===== config.mk =====
export PLATFORM = sky130hd
export DESIGN_NAME = fetch_addr_gen
export DESIGN_NICKNAME = d
export VERILOG_FILES = /design/src/rtl/fetch_addr_pkg.sv /design/src/rtl/fad_shadow.sv /design/src/rtl/fad_walker.sv /design/src/rtl/fetch_addr_gen.sv
export SDC_FILE = /design/constraint.sdc
export NUM_CORES = 1
export LEC_CHECK = 0
export BUFFER_PORTS_ARGS = -buffer_cell sky130_fd_sc_hd__buf_2
export CAP_MARGIN = 30
export CORE_ASPECT_RATIO = 0.6
export CORE_MARGIN = 2
export CORE_UTILIZATION = 33
export DETAILED_ROUTE_END_ITERATION = 7
export GPL_TIMING_DRIVEN = 0
export PLACE_DENSITY = 0.61
export SLEW_MARGIN = 0
export SYNTH_ARGS = -nofsm -noshare
export SYNTH_HDL_FRONTEND = slang
export SYNTH_HIERARCHICAL = 1
export SYNTH_SLANG_ARGS = --single-unit

===== constraint.sdc =====
create_clock -name clk_i -period 7.2 [get_ports clk_i]
set_clock_uncertainty 0.1 [all_clocks]
set_input_delay 1.08 -clock clk_i [delete_from_list [all_inputs] [get_ports clk_i]]
set_output_delay 1.08 -clock clk_i [all_outputs]
set_load 0.05 [all_outputs]

===== src/rtl/fetch_addr_pkg.sv =====
package fetch_addr_pkg;
  localparam int unsigned FLD_W  = 10;
  localparam int unsigned SIZE_W = 3 * FLD_W;

  typedef logic [FLD_W-1:0] fld_t;

  // MSB first: step, lines-1, words-1
  typedef struct packed {
    fld_t step;
    fld_t lines_m1;
    fld_t words_m1;
  } win_cfg_t;
endpackage


===== src/rtl/fad_shadow.sv =====
module fad_shadow
  import fetch_addr_pkg::*;
#(
  parameter int unsigned ADDR_W = 24
) (
  input  logic              clk_i,
  input  logic              rst_ni,
  input  logic              retrace_i,
  input  logic              interlace_i,
  input  win_cfg_t          cfg_i,
  input  logic [ADDR_W-1:0] base_long_i,
  input  logic [ADDR_W-1:0] base_short_i,
  output logic              interlace_o,
  output win_cfg_t          cfg_o,
  output logic [ADDR_W-1:0] base_long_o,
  output logic [ADDR_W-1:0] base_short_o
);

  always_ff @(posedge clk_i or negedge rst_ni) begin
    if (!rst_ni) begin
      interlace_o  <= 1'b0;
      cfg_o        <= '0;
      base_long_o  <= '0;
      base_short_o <= '0;
    end else if (retrace_i) begin
      interlace_o  <= interlace_i;
      cfg_o        <= cfg_i;
      base_long_o  <= base_long_i;
      base_short_o <= base_short_i;
    end
  end


  shadow_hold_chk: assert property (@(posedge clk_i) disable iff (!rst_ni)
    !retrace_i |=> $stable(interlace_o) && $stable(cfg_o)
                   && $stable(base_long_o) && $stable(base_short_o));

endmodule


===== src/rtl/fad_walker.sv =====
module fad_walker
  import fetch_addr_pkg::*;
#(
  parameter int unsigned ADDR_W = 24
) (
  input  logic              clk_i,
  input  logic              rst_ni,
  input  logic              field_start_i,
  input  logic              field_odd_i,
  input  logic              line_start_i,
  input  logic              interlace_i,
  input  win_cfg_t          cfg_i,
  input  logic [ADDR_W-1:0] base_long_i,
  input  logic [ADDR_W-1:0] base_short_i,
  input  logic              ready_i,
  output logic              valid_o,
  output logic [ADDR_W-1:0] addr_o
);

  logic              busy_q, live_q;
  logic [ADDR_W-1:0] line_base_q, addr_q;
  fld_t              word_q, line_q;
  logic              last_word, last_line;
  logic [ADDR_W-1:0] field_base, step_ext;

  always_comb begin
    last_word  = (word_q == cfg_i.words_m1);
    last_line  = (line_q == cfg_i.lines_m1);
    field_base = (interlace_i && field_odd_i) ? base_short_i : base_long_i;
    step_ext   = ADDR_W'(cfg_i.step);
  end

  always_ff @(posedge clk_i or negedge rst_ni) begin
    if (!rst_ni) begin
      busy_q      <= 1'b0;
      live_q      <= 1'b0;
      line_base_q <= '0;
      addr_q      <= '0;
      word_q      <= '0;
      line_q      <= '0;
    end else if (field_start_i) begin
      busy_q      <= 1'b0;
      live_q      <= 1'b1;
      line_q      <= '0;
      line_base_q <= field_base;
    end else if (!busy_q && line_start_i && live_q) begin
      busy_q <= 1'b1;
      addr_q <= line_base_q;
      word_q <= '0;
    end else if (busy_q && ready_i) begin
      if (last_word) begin
        busy_q      <= 1'b0;
        line_base_q <= addr_q + step_ext;
        if (last_line) live_q <= 1'b0;
        else           line_q <= line_q + 1'b1;
      end else begin
        addr_q <= addr_q + ADDR_W'(1);
        word_q <= word_q + 1'b1;
      end
    end
  end

  assign valid_o = busy_q;
  assign addr_o  = addr_q;


  stall_hold_chk: assert property (@(posedge clk_i) disable iff (!rst_ni)
    valid_o && !ready_i && !field_start_i |=> valid_o && $stable(addr_o));


  word_seq_chk: assert property (@(posedge clk_i) disable iff (!rst_ni)
    valid_o && ready_i && !last_word && !field_start_i
      |=> valid_o && addr_o == $past(addr_o) + ADDR_W'(1));


  line_step_chk: assert property (@(posedge clk_i) disable iff (!rst_ni)
    valid_o && ready_i && last_word && !field_start_i
      |=> !valid_o && line_base_q == $past(addr_o) + $past(step_ext));


  abort_chk: assert property (@(posedge clk_i) disable iff (!rst_ni)
    field_start_i |=> !valid_o);


  field_done_chk: assert property (@(posedge clk_i) disable iff (!rst_ni)
    !live_q && !field_start_i |=> !valid_o);

endmodule


===== src/rtl/fetch_addr_gen.sv =====
module fetch_addr_gen
  import fetch_addr_pkg::*;
#(
  parameter int unsigned ADDR_W = 24
) (
  input  logic              clk_i,
  input  logic              rst_ni,
  input  logic              retrace_i,
  input  logic              interlace_i,
  input  logic [SIZE_W-1:0] win_size_i,
  input  logic [ADDR_W-1:0] base_long_i,
  input  logic [ADDR_W-1:0] base_short_i,
  input  logic              field_start_i,
  input  logic              field_odd_i,
  input  logic              line_start_i,
  input  logic              req_ready_i,
  output logic              req_valid_o,
  output logic [ADDR_W-1:0] req_addr_o
);

  logic              sh_interlace;
  win_cfg_t          sh_cfg;
  logic [ADDR_W-1:0] sh_long, sh_short;

  fad_shadow #(.ADDR_W(ADDR_W)) u_shadow (
    .clk_i        (clk_i),
    .rst_ni       (rst_ni),
    .retrace_i    (retrace_i),
    .interlace_i  (interlace_i),
    .cfg_i        (win_cfg_t'(win_size_i)),
    .base_long_i  (base_long_i),
    .base_short_i (base_short_i),
    .interlace_o  (sh_interlace),
    .cfg_o        (sh_cfg),
    .base_long_o  (sh_long),
    .base_short_o (sh_short)
  );

  fad_walker #(.ADDR_W(ADDR_W)) u_walker (
    .clk_i         (clk_i),
    .rst_ni        (rst_ni),
    .field_start_i (field_start_i),
    .field_odd_i   (field_odd_i),
    .line_start_i  (line_start_i),
    .interlace_i   (sh_interlace),
    .cfg_i         (sh_cfg),
    .base_long_i   (sh_long),
    .base_short_i  (sh_short),
    .ready_i       (req_ready_i),
    .valid_o       (req_valid_o),
    .addr_o        (req_addr_o)
  );

endmodule


=== Word level (Yosys, flattened, before mapping) ===
Cells that the tools add are included.

* $add $sub $neg: 4
* Equal/unequal tests: 5
* Bitwise logic cells: 1
* Mux-type cells: 25
* Reduce and logical (&&, ||, !) cells: 16

{| class="wikitable"
|+ Operators with widths
! operator !! count
|-
| 2-to-1 mux 24 bit || 8
|-
| 2-to-1 mux 10 bit || 8
|-
| adder 24 x 1 -> 24 bit (second input constant) || 1
|-
| adder 24 x 10 -> 24 bit || 1
|-
| adder 10 x 1 -> 10 bit (second input constant) || 2
|-
| equality test 10 bit || 2
|-
| 2-to-1 mux 1 bit || 9
|-
| AND reduction 4 bit || 2
|-
| nonzero test 2 bit || 4
|-
| != test 2 bit (second input constant) || 3
|-
| AND reduction 3 bit || 2
|-
| nonzero test 3 bit || 2
|-
| logical AND 1 bit || 4
|-
| AND reduction 2 bit || 1
|-
| logical NOT 1 bit || 1
|-
| NOT 1 bit || 1
|}

* Output and inout bits: 25
* Logic and storage cells: 63
* Register bits after elaboration: 149
* Bits of input ports: 86

=== Longest topological paths before layout ===
Gate-level depths: netlist of run 1.

* Depth after elaboration: 6
* Depth in mapped cells: 10
* Depth with buffers taken out: 10

=== Hierarchy ===
The synthesis of run 1 kept the hierarchy.

{| class="wikitable"
|+ By module, submodules not included
! module !! cells an instance !! area each (µm²) !! sequential area each (µm²) !! times used
|-
| fad_walker || 603 || 4,825.9 || 1,751.7 || 1
|-
| fad_shadow || 167 || 2,967.8 || 1,976.9 || 1
|}

=== Worst setup path after synthesis of run 1 ===
No wires, ideal clock.

* Path kind: register -> register
* Start: reg u_walker.addr_q[0] (netlist: u_walker/addr_o[0])
* End: reg u_walker.line_base_q[20]
* Clock period less this slack: 2.739 ns
* Stages on the path, launching flop included: 11
* Path slack: 4.461 ns
* Setup time: 0.104 ns
* Data required time: 6.996 ns
* Data arrival time: 2.535 ns
* Buffers on the path: 0
* Cells stage by stage: dfrtp_1 ha_1 inv_1 fa_1 nor2b_1 o31ai_1 a21oi_1 o211ai_1 nand2b_1 xor2_1 a221oi_1

* Cells in the longest elaborated chain, start to end: 5

{| class="wikitable"
|+ Ends and longest elaborated chain
! element !! RTL line !! text
|-
| from (decl) || fad_walker.sv:21 || <nowiki>logic [ADDR_W-1:0] line_base_q, addr_q;</nowiki>
|-
| from (signal assigned) || fad_walker.sv:48 || <nowiki>addr_q <= line_base_q;</nowiki>
|-
| from (signal assigned) || fad_walker.sv:57 || <nowiki>addr_q <= addr_q + ADDR_W'(1);</nowiki>
|-
| adder 24 x 10 -> 24 bit || fad_walker.sv:53 || <nowiki>line_base_q <= addr_q + step_ext;</nowiki>
|-
| 2-to-1 mux 24 bit || fad_walker.sv:51 || <nowiki>if (last_word) begin</nowiki>
|-
| 2-to-1 mux 24 bit || fad_walker.sv:50 || <nowiki>end else if (busy_q && ready_i) begin</nowiki>
|-
| 2-to-1 mux 24 bit || fad_walker.sv:46 || <nowiki>end else if (!busy_q && line_start_i && live_q) begin</nowiki>
|-
| 2-to-1 mux 24 bit || fad_walker.sv:41 || <nowiki>end else if (field_start_i) begin</nowiki>
|-
| to (signal assigned) || fad_walker.sv:45 || <nowiki>line_base_q <= field_base;</nowiki>
|-
| to (signal assigned) || fad_walker.sv:53 ||
|-
| to (decl) || fad_walker.sv:21 ||
|}

No other way between the ends. The select of a mux whose other input is x is not followed.
A chain may end at the register's enable or synchronous reset.

=== Final worst setup path of run 1 ===
* Start: in line_start_i
* End: reg u_walker.addr_q[15] (netlist: u_walker/addr_o[15])

* Cells in the longest elaborated chain, start to end: 4
* Elaborated cells between the ends (all ways): 6
* Those cells by class: eq/ne (1); mux (1); reduce/logical (4)

{| class="wikitable"
|+ Ends and longest elaborated chain
! element !! RTL line !! text
|-
| from (decl) || fetch_addr_gen.sv:15 || <nowiki>input logic line_start_i,</nowiki>
|-
| logical AND 1 bit * (2 in a row) || fad_walker.sv:46 ||
|-
| != test 2 bit (no line) / nonzero test 2 bit (equally long branches) || -- ||
|-
| AND reduction 3 bit (no line) || -- ||
|}

Every way passes the cells marked *; elsewhere a longest branch is shown, timed or not.

==> results of run 1 <==
-- worst paths after layout --
| kind | startpoint | to | slack [ps] |
|---|---|---|---|
| worst max-delay path | line_start_i | u_walker/addr_o[15] | 4380 |
| worst min-delay path | u_walker/line_base_q[21] | u_walker/line_base_q[21] | 400 |
| worst max register to register | u_walker/addr_o[0] | u_walker/line_base_q[20] | 4390 |
| worst min register to register | u_walker/line_base_q[21] | u_walker/line_base_q[21] | 400 |
| max in group asynchronous | rst_ni | u_walker/addr_o[8] | 5600 |
| min in group asynchronous | rst_ni | u_shadow/cfg_o[11] | 510 |
-- cells by family (layout without fill, tap and decap cells) --
group                    Yosys count  in the layout  synth area share
AND/OR/NAND/NOR                  261            261             0.152
flip-flops                       149            149             0.478
XOR/XNOR                          51             51            0.0573
multiplexers                      89             89             0.132
AO/OA/AOI/OAI                    151            151             0.124
adder cells (fa/ha/maj)           14             14            0.0234
buffers and inverters             55            194            0.0331
-- metal layers --
| metal | vias up | GRT usage |
|---|---|---|
| li1 | 3009 | - |
| met1 | 3001 | 0.326 |
| met2 | 252 | 0.229 |
| met3 | 14 | 0.0467 |
| met4 | 0 | 0.0401 |
| met5 | - | 0 |
-- registers in the layout (all words and copies together) (netlist names) --
signal                 count
u_walker/live_q            1
u_walker/line_q           10
u_walker/addr_o           24
u_shadow/base_short_o     24
u_walker/valid_o           1
u_walker/word_q           10
u_shadow/base_long_o      24
u_walker/line_base_q      24
u_shadow/cfg_o            30
u_shadow/interlace_o       1
-- critical path: stages --
cell and delay, ps:
buf_2 100, nand2_1 50, nor2_1 510, o41a_1 210
clkbuf_1 350, clkbuf_1 460, a21oi_1 120, a21oi_1 160
-- final cells by class --
cell class / count / area share
Tap cell: 315 / 0.0423
Timing Repair Buffer: 111 / 0.0627
Sequential cell: 149 / 0.400
Buffer: 46 / 0.0240
Multi-Input combinational cell: 566 / 0.409
Clock inverter: 9 / 0.0117
Inverter: 9 / 0.00363
Clock buffer: 19 / 0.0465
-- per-stage QoR --
step	setup WS [ps]	util	total power [W]
after floorplan	4460	-	0.00164
after global placement	2700	0.378	0.00192
after detailed placement	4030	0.379	0.00192
after CTS	4380	0.403	0.00277
after global routing	4130	0.403	0.00291
final	4380	0.403	0.00276
-- placed cells by master (no fill, tap or decap), drive strengths merged, types with 8 or more instances in the layout --
master	Yosys	routed
nand3	26	26
o21ai	33	33
nor3	15	15
a21oi	46	46
nand2	101	101
inv	9	10
dfrtp	149	149
nand4	16	16
clkbuf	29	48
xor2	29	29
xnor2	22	22
ha	13	13
nor2	66	66
mux2i	8	8
a31oi	16	16
buf	17	128
mux2	81	81
and3	9	9
-- power by group through the flow --
stage                     logic, W  registers [W]  clock network, W
after detailed placement  0.000822        0.00110                 0
after floorplan           0.000437        0.00121                 0
after global placement    0.000817        0.00110                 0
after CTS                 0.000827        0.00109          0.000862
final                     0.000832        0.00109          0.000840
after global routing      0.000906        0.00111          0.000901
==> results by group, run 1 <==
Timing
  • RSZ-0062 raised after global routing: no
  • Pins Over Slew Limit: 0
  • Fin crit share: 0.392
  • Max-slew headroom: 0.555
  • Setup violations, final: 0
  • Max Freq: ~350 MHz
  • Fin crit period: 2820 ps
  • Setup_tns: 0 ps
  • Hold_ws: 399 ps
  • Final hold vios: 0
  • Tightest Pin Transition: 664 ps

Global routing
  • Total grt overflow: 0
  • Vias in the first global route: 6100
  • Pin count of the biggest net entering global routing: 96
  • Antenna violations before repair: 0
  • First-pass GRT wire length: 36100 µm
  • Total track usage: 0.191

Die
  • Core footprint: around 23000 µm²
  • Cell Rows: 43
  • Die area: about 25000 µm²
  • Chip Width: 202 µm
  • Initial core utilization: 0.337
  • Die height: 123 µm
  • Io pins: about 110

Yosys
  • Post-synth ARST share: 1.00
  • Synth area leaders: dfrtp_1 (48%), mux2_2 (10%), nand2_1 (4.9%)
  • Sequential area share after synthesis: 0.478
  • Post-synth EDFFs: 0
  • Synth Cell Area: 7790 µm²
  • Synth warn: 6
  • Synth unique cells: 57
  • Top cell type's share of synthesized area: 0.478
  • Post-synthesis area per instance: 10.1 µm²
  • Synthesized instance count: 770
  • Most common cell in the netlist: dfrtp_1
  • Syn_nets: a little under 900
  • #FFs+latches synth: 149
  • Top_reg_cell synth: dfrtp_1
  • Area leader, netlist: dfrtp_1
  • Post-synth top cells: dfrtp_1 (149), nand2_1 (101), mux2_2 (71)

Power
  • Sw frac: 0.370
  • Max VDD drop: between 0.15 and 0.2 mV
  • Clock Power Share: 0.304
  • Seq pwr share: 0.395
  • P_leak: 4.07 nW
  • PwrDens: about 300 nW/µm²
  • Switch Pwr: 0.00102 W
  • Int Power: 0.00174 W
  • Logic pwr share: 0.301

Critical path
  • Critical path class: in -> reg
  • CP Max Fanout: 10
  • Cells on worst reg2reg path: 10
  • CP required: 7430 ps
  • Crit start category: input pin
  • CP arrival: 3050 ps
  • Critical Path Sink Type: register

Final layout
  • Area of the multi-input gates: 3810 µm²
  • Final Instance Count excl. Fillers: 1224
  • Area Growth Syn to Fin: 19.5%
  • N_diodes: 0
  • Reg area: about 3700 µm²
  • Nets: 1000
  • Share of cells above drive strength 1: 0.263
  • Fillers: 2348
  • Fin area: 9310 µm²

Route
  • DR pass1 iterations: 5
  • Drt wl/cell: about 19 µm
  • Vias: 6276
  • Vias/cell: 5.13
  • Iter 0 DRT Violations: 585
  • Routed wire length: 23000 µm
  • DRC viols: 0
  • Met2 wire length: 8000 µm
  • Routed wl met3: 1710 µm
  • M1 WL: 13100 µm
  • Top Layer Used: met4
  • Routed Antenna Nets: 0

Placement
  • PortBufs: 109
  • Placed Area: 8770 µm²
  • DP HPWL: 17400 µm
  • GPL Wtd Cong: 0.911
  • Placed insts: 1196

Clocking
  • Clk sinks: about 150
  • CTS buffer count: 17
  • Clk_lat worst skew: 420 ps
  • Clock slew at reported path FFs: 60 ps
  • CTS tree: done
  • Setup Fix Bufs, Post-CTS: 0
  • Hold_buf cts: 0
  • Root buf cell: clkbuf_16
  • Post-CTS sizing: 0
  • CTS H-tree depth: 4
  • Max Root-Sink Buffers: 2

Worst hold path
  • Worst Hold Depth: 2
  • Worst hold path class: reg -> reg

Flow run
  • Max Cap Viol: 0

Status
  • Outcome: completed
No activity file was read; power rests on OpenSTA's default activity.
==> run 2: changes to the inputs <==
--- a/config.mk
+++ b/config.mk
@@ -12,7 +12,7 @@
 export CORE_UTILIZATION = 33
 export DETAILED_ROUTE_END_ITERATION = 7
 export GPL_TIMING_DRIVEN = 0
-export PLACE_DENSITY = 0.61
+export PLACE_DENSITY = 0.63
 export SLEW_MARGIN = 0
 export SYNTH_ARGS = -nofsm -noshare
 export SYNTH_HDL_FRONTEND = slang
==> constraint.sdc (replaced) <==
create_clock -name clk_i -period 2.45 [get_ports clk_i]
set_clock_uncertainty 0.1 [all_clocks]
set_input_delay 0.3675 -clock clk_i [delete_from_list [all_inputs] [get_ports clk_i]]
set_output_delay 0.3675 -clock clk_i [all_outputs]
set_load 0.05 [all_outputs]
==> results by group, run 2 (synthesized netlist as in run 1, its figures left out) <==
Placement
  • Placed insts: 1197
  • DP HPWL: 17200 µm
  • PortBufs: approximately 110
  • GPL Wtd Cong: between 0.9 and 1
  • Placed Area: a little under 9000 µm²

Critical path
  • Reg2reg start: u_walker/word_q[4]
  • Critical path cell sequence: xnor2_2, nand4_1, or4_4, buf_8, buf_6, a211oi_1, a31oi_1
  • Buf+Inv Stages, Crit Path: 2
  • Critical Path Sink Type: register
  • CP required: between 2000 and 3000 ps
  • Cell family contributing the most delay on the critical path: simple AND/OR/NAND/NOR gates
  • Cells on worst reg2reg path: 7
  • CP arrival: ~2700 ps
  • Critical path class: reg -> reg
  • Crit path depth: 7
  • Slowest CP cell: or4_4
  • Crit-path max cell delay: 650 ps
  • Crit start category: register
  • Reg2reg end: u_walker/line_base_q[5]
  • R2r setup slk: -40 ps
  • CP Max Fanout: 10

Global routing
  • First-pass GRT wire length: roughly 36000 µm
  • Total track usage: 0.192
  • Vias in the first global route: slightly above 6000
  • Pin count of the biggest net entering global routing: 98
  • Total grt overflow: 0
  • Antenna violations before repair: 0

Die
  • Chip Width: 202 µm
  • Initial core utilization: 0.337
  • Io pins: 111
  • Cell Rows: 43
  • Die height: 123 µm
  • Die area: 24900 µm²
  • Core footprint: 23100 µm²

Final layout
  • Area Growth Syn to Fin: 24.8%
  • Final core occ: 0.420
  • Fillers: between 2000 and 2500
  • Share of cells above drive strength 1: 0.317
  • Fin area: just under 10000 µm²
  • Most frequent cells in the layout: dfrtp_1 (141), buf_2 (119), nand2_1 (100)
  • Max reg flops: 30
  • N_diodes: 0
  • Final Instance Count excl. Fillers: 1242
  • Largest Register: u_shadow/cfg_o
  • Nets: 1014
  • Most common cell after layout, fill and taps aside: dfrtp_1

Worst hold path
  • Worst Hold Depth: 2
  • Worst Hold Launch: win_size_i[26]
  • Worst hold path class: in -> reg
  • WHS Endpoint: u_shadow/cfg_o[26]

Route
  • Routed wire length: 23300 µm
  • Vias/cell: just over 5
  • Drt wl/cell: around 19 µm
  • Vias: roughly 6500
  • Iter 0 DRT Violations: ~650
  • DRC viols: 1
  • DR pass1 iterations: 7
  • Routed Antenna Nets: 0

Clocking
  • Clock slew at reported path FFs: 70 ps
  • Clk sinks: roughly 150
  • Root buf cell: clkbuf_16
  • Max Root-Sink Buffers: 2
  • Clk_lat worst skew: 430 ps
  • CTS H-tree depth: 4
  • CTS buffer count: 17
  • CTS tree: done

Timing
  • Tightest Pin Transition: 729 ps
  • Max Freq: 402 MHz
  • Final hold vios: 0
  • Pins Over Slew Limit: 0
  • Post-route setup slack: -36.2 ps
  • Setup_tns: -36.2 ps
  • RSZ-0062 raised after global routing: yes
  • Max-slew headroom: 0.514
  • Fin crit period: 2490 ps
  • Setup violations, final: 1
  • Fin crit share: 1.01

Status
  • Outcome: finished, violations left
  • Failing checks: design-rule violations, negative setup slack

Flow run
  • Max Cap Viol: 0

Power
  • PwrDens: roughly 890 nW/µm²
  • P_leak: 4.21 nW
  • Max VDD drop: 0.503 mV
==> run 2: per-stage QoR <==
stage | hold slack [ps] | power (W) | worst slack, ps
2_1_floorplan | -28.1 | 0.00485 | -67.2
5_1_grt | 52.2 | 0.00906 | -83.6
3_5_place_dp | 347 | 0.00569 | -329
3_3_place_gp | 389 | 0.00567 | -1660
4_1_cts | 46.0 | 0.00854 | 1.12
6_report | 61.9 | 0.00866 | -36.2
==> run 2: final cells by class <==
type,count,area [µm²],share of cell area
Clock inverter,13,170,0.0175
Tap cell,315,394,0.0405
Timing Repair Buffer,127,729,0.0750
Multi-Input combinational cell,566,3990,0.411
Inverter,9,33.8,0.00347
Clock buffer,19,443,0.0456
Buffer,44,223,0.0229
Sequential cell,149,3740,0.385
==> run 2: worst reg2reg max path: stages (launching register included) <==
cell and delay [ps]:
dfrtp_1 450, xnor2_2 220, nand4_1 170, or4_4 660, buf_8 180, buf_6 140
a211oi_1 350, a31oi_1 80
==> run 2: metal layers <==
metal	wire length (µm)	GRT usage
met5	0	0
met4	239	0.0465
met3	1910	0.0488
met2	8470	0.229
met1	12700	0.323
==> run 2: where the power goes <==
part | total (W) | internal [W] | switching [W]
clock network | 0.00273 | 0.00164 | 0.00109
registers | 0.00321 | 0.00280 | 0.000405
logic | 0.00272 | 0.000994 | 0.00173
==> run 2: what timing repair did <==
item / CTS / global route
endpoints found under the setup margin: 31 / 49
resized for setup: 11 / 34
buffers inserted: 4 / 10
hold endpoints to repair: 96 / 0
pin swaps: 3 / 6
hold buffers: 1 / 0
==> run 2: how the worst max path moves through the flow <==
stage / slack [ps] / startpoint / end
final: -40 / u_walker/word_q[4] / u_walker/line_base_q[5]
after global routing: -80 / u_walker/addr_o[0] / u_walker/addr_o[16]
after CTS: 1 / u_walker/addr_o[0] / u_walker/addr_o[23]
after detailed placement: -330 / u_walker/addr_o[0] / u_walker/line_base_q[18]
after global placement: -1660 / rst_ni / u_walker/addr_o[4]
after floorplan: -70 / u_walker/addr_o[0] / u_walker/line_base_q[20]
==> run 3: changes to the inputs <==
--- a/config.mk
+++ b/config.mk
@@ -9,10 +9,10 @@
 export CAP_MARGIN = 30
 export CORE_ASPECT_RATIO = 0.6
 export CORE_MARGIN = 2
-export CORE_UTILIZATION = 33
+export CORE_UTILIZATION = 52
 export DETAILED_ROUTE_END_ITERATION = 7
 export GPL_TIMING_DRIVEN = 0
-export PLACE_DENSITY = 0.63
+export PLACE_DENSITY = 0.86
 export SLEW_MARGIN = 0
 export SYNTH_ARGS = -nofsm -noshare
 export SYNTH_HDL_FRONTEND = slang
==> results by group, run 3 (synthesized netlist as in run 1, its figures left out) <==
Status
  • Outcome: finished, violations left
  • Failing checks: negative setup slack

Timing
  • Pins Over Slew Limit: 0
  • Final hold vios: 0
  • RSZ-0062 raised after global routing: yes
  • Post-route setup slack: -6.10 ps
  • Max-slew headroom: 0.493
  • Setup_tns: -6.10 ps
  • Fin crit period: 2460 ps
  • Setup violations, final: 1
  • Tightest Pin Transition: approximately 760 ps
  • Fin crit share: 1.00
  • Max Freq: 407 MHz

Global routing
  • Total track usage: 0.282
  • Total grt overflow: 0
  • Vias in the first global route: ~6300
  • Pin count of the biggest net entering global routing: 86
  • Antenna violations before repair: 0
  • First-pass GRT wire length: 34800 µm

Critical path
  • CP arrival: around 2700 ps
  • Critical path class: reg -> reg
  • CP required: 2660 ps
  • Crit start category: register
  • CP Max Fanout: 10
  • Critical Path Sink Type: register

Placement
  • GPL Wtd Cong: 0.995
  • Setup WS pre-CTS: -197 ps
  • PortBufs: ~110
  • DP HPWL: 16000 µm
  • Placed insts: 1079

Route
  • Vias/cell: 6.04
  • DRC viols: 0
  • Routed Antenna Nets: 0
  • Iter 0 DRT Violations: 840
  • Drt wl/cell: 20.1 µm
  • Vias: between 6000 and 7000
  • Routed wire length: 22500 µm
  • DR pass1 iterations: 6

Power
  • Clock Power Share: 0.304
  • Logic pwr share: 0.316
  • Int Power: about 0.0052 W
  • Overall power: between 0.008 and 0.009 W
  • Max VDD drop: 0.427 mV
  • P_leak: 4.17 nW
  • Switch Pwr: 0.00326 W
  • PwrDens: 895 nW/µm²
  • Seq pwr share: 0.380
  • Sw frac: 0.384

Die
  • Initial core utilization: 0.536
  • Cell Rows: 34
  • Die area: 16000 µm²
  • Die height: 98.8 µm
  • Chip Width: around 160 µm
  • Io pins: 111
  • Core footprint: 14500 µm²

Worst hold path
  • Worst hold path class: in -> reg

Clocking
  • CTS H-tree depth: 4
  • Clk_lat worst skew: 430 ps
  • Max Root-Sink Buffers: 2
  • Root buf cell: clkbuf_16
  • Clock slew at reported path FFs: 70 ps
  • CTS buffer count: 17
  • Clk sinks: about 150
  • CTS tree: done

Flow run
  • Max Cap Viol: 0

Final layout
  • Share of cells above drive strength 1: 0.316
  • Max reg flops: 30
  • Largest Register: u_shadow/cfg_o
  • Fillers: 1165
  • Most frequent cells in the layout: dfrtp_1 (141), buf_2 (118), nand2_1 (100)
  • N_diodes: 0
  • Final core occ: 0.652
  • Area Growth Syn to Fin: 21.7%
  • Nets: 1009
  • Most common cell after layout, fill and taps aside: dfrtp_1
  • Final Instance Count excl. Fillers: 1120
==> run 3: worst max-delay path, cell delays in order (launching register included) <==
cell	delay [ps]
dfrtp_1	460
nor2_1	550
o41a_1	460
buf_1	430
a21oi_1	120
a21oi_1	220
==> run 3: what timing repair did <==
action | 4_1_cts | 5_1_grt
gates resized for setup | 11 | 33
cloned | 0 | 0
buffers inserted | 3 | 7
endpoints found under the hold margin | 84 | 0
pin swaps | 3 | 11
hold buffers | 1 | 0
endpoints found under the setup margin | 30 | 63
==> run 3: through the flow <==
stage,hold WS [ps],instance area [µm²]
finish,65.6,9480
global route,62.1,9480
CTS,59.4,9300
detailed placement,369,8650
global placement,389,8610
floorplan,-28.1,7820
==> run 3: final cells by class <==
cell class | instances | area (µm²) | share of cell area
repair buffers | 122 | 669 | 0.0706
inverters | 9 | 33.8 | 0.00356
flip-flops and latches | 149 | 3740 | 0.394
clock buffers | 20 | 447 | 0.0471
clock inverters | 12 | 135 | 0.0142
well taps | 198 | 248 | 0.0261
plain buffers | 44 | 219 | 0.0231
multi-input cells | 566 | 3990 | 0.421
==> run 3: layer usage <==
metal  wire length, µm  track usage
met5                 0            0
met3              3040       0.0816
met4               396       0.0722
met2              8910        0.367
met1             10200        0.455
==> run 3: power by group through the flow <==
stage               Clock (W)  Sequential, W  Combinational [W]
floorplan                   0        0.00356            0.00129
global placement            0        0.00322            0.00234
detailed placement          0        0.00324            0.00239
CTS                   0.00261        0.00319            0.00247
global route          0.00273        0.00326            0.00285
finish                0.00258        0.00322            0.00268
==> run 3: final timing paths <==
path	start	endpoint	depth (start not counted)	slack, ps
worst max-delay path	u_walker/valid_o	u_walker/addr_o[11]	5	-6
worst min-delay path	win_size_i[25]	u_shadow/cfg_o[25]	2	70
worst max register to register	u_walker/valid_o	u_walker/addr_o[11]	5	-6
worst min register to register	u_shadow/base_short_o[14]	u_shadow/base_short_o[14]	1	410
max in group asynchronous	rst_ni	u_walker/line_base_q[14]	3	990
min in group asynchronous	rst_ni	u_walker/word_q[0]	2	480
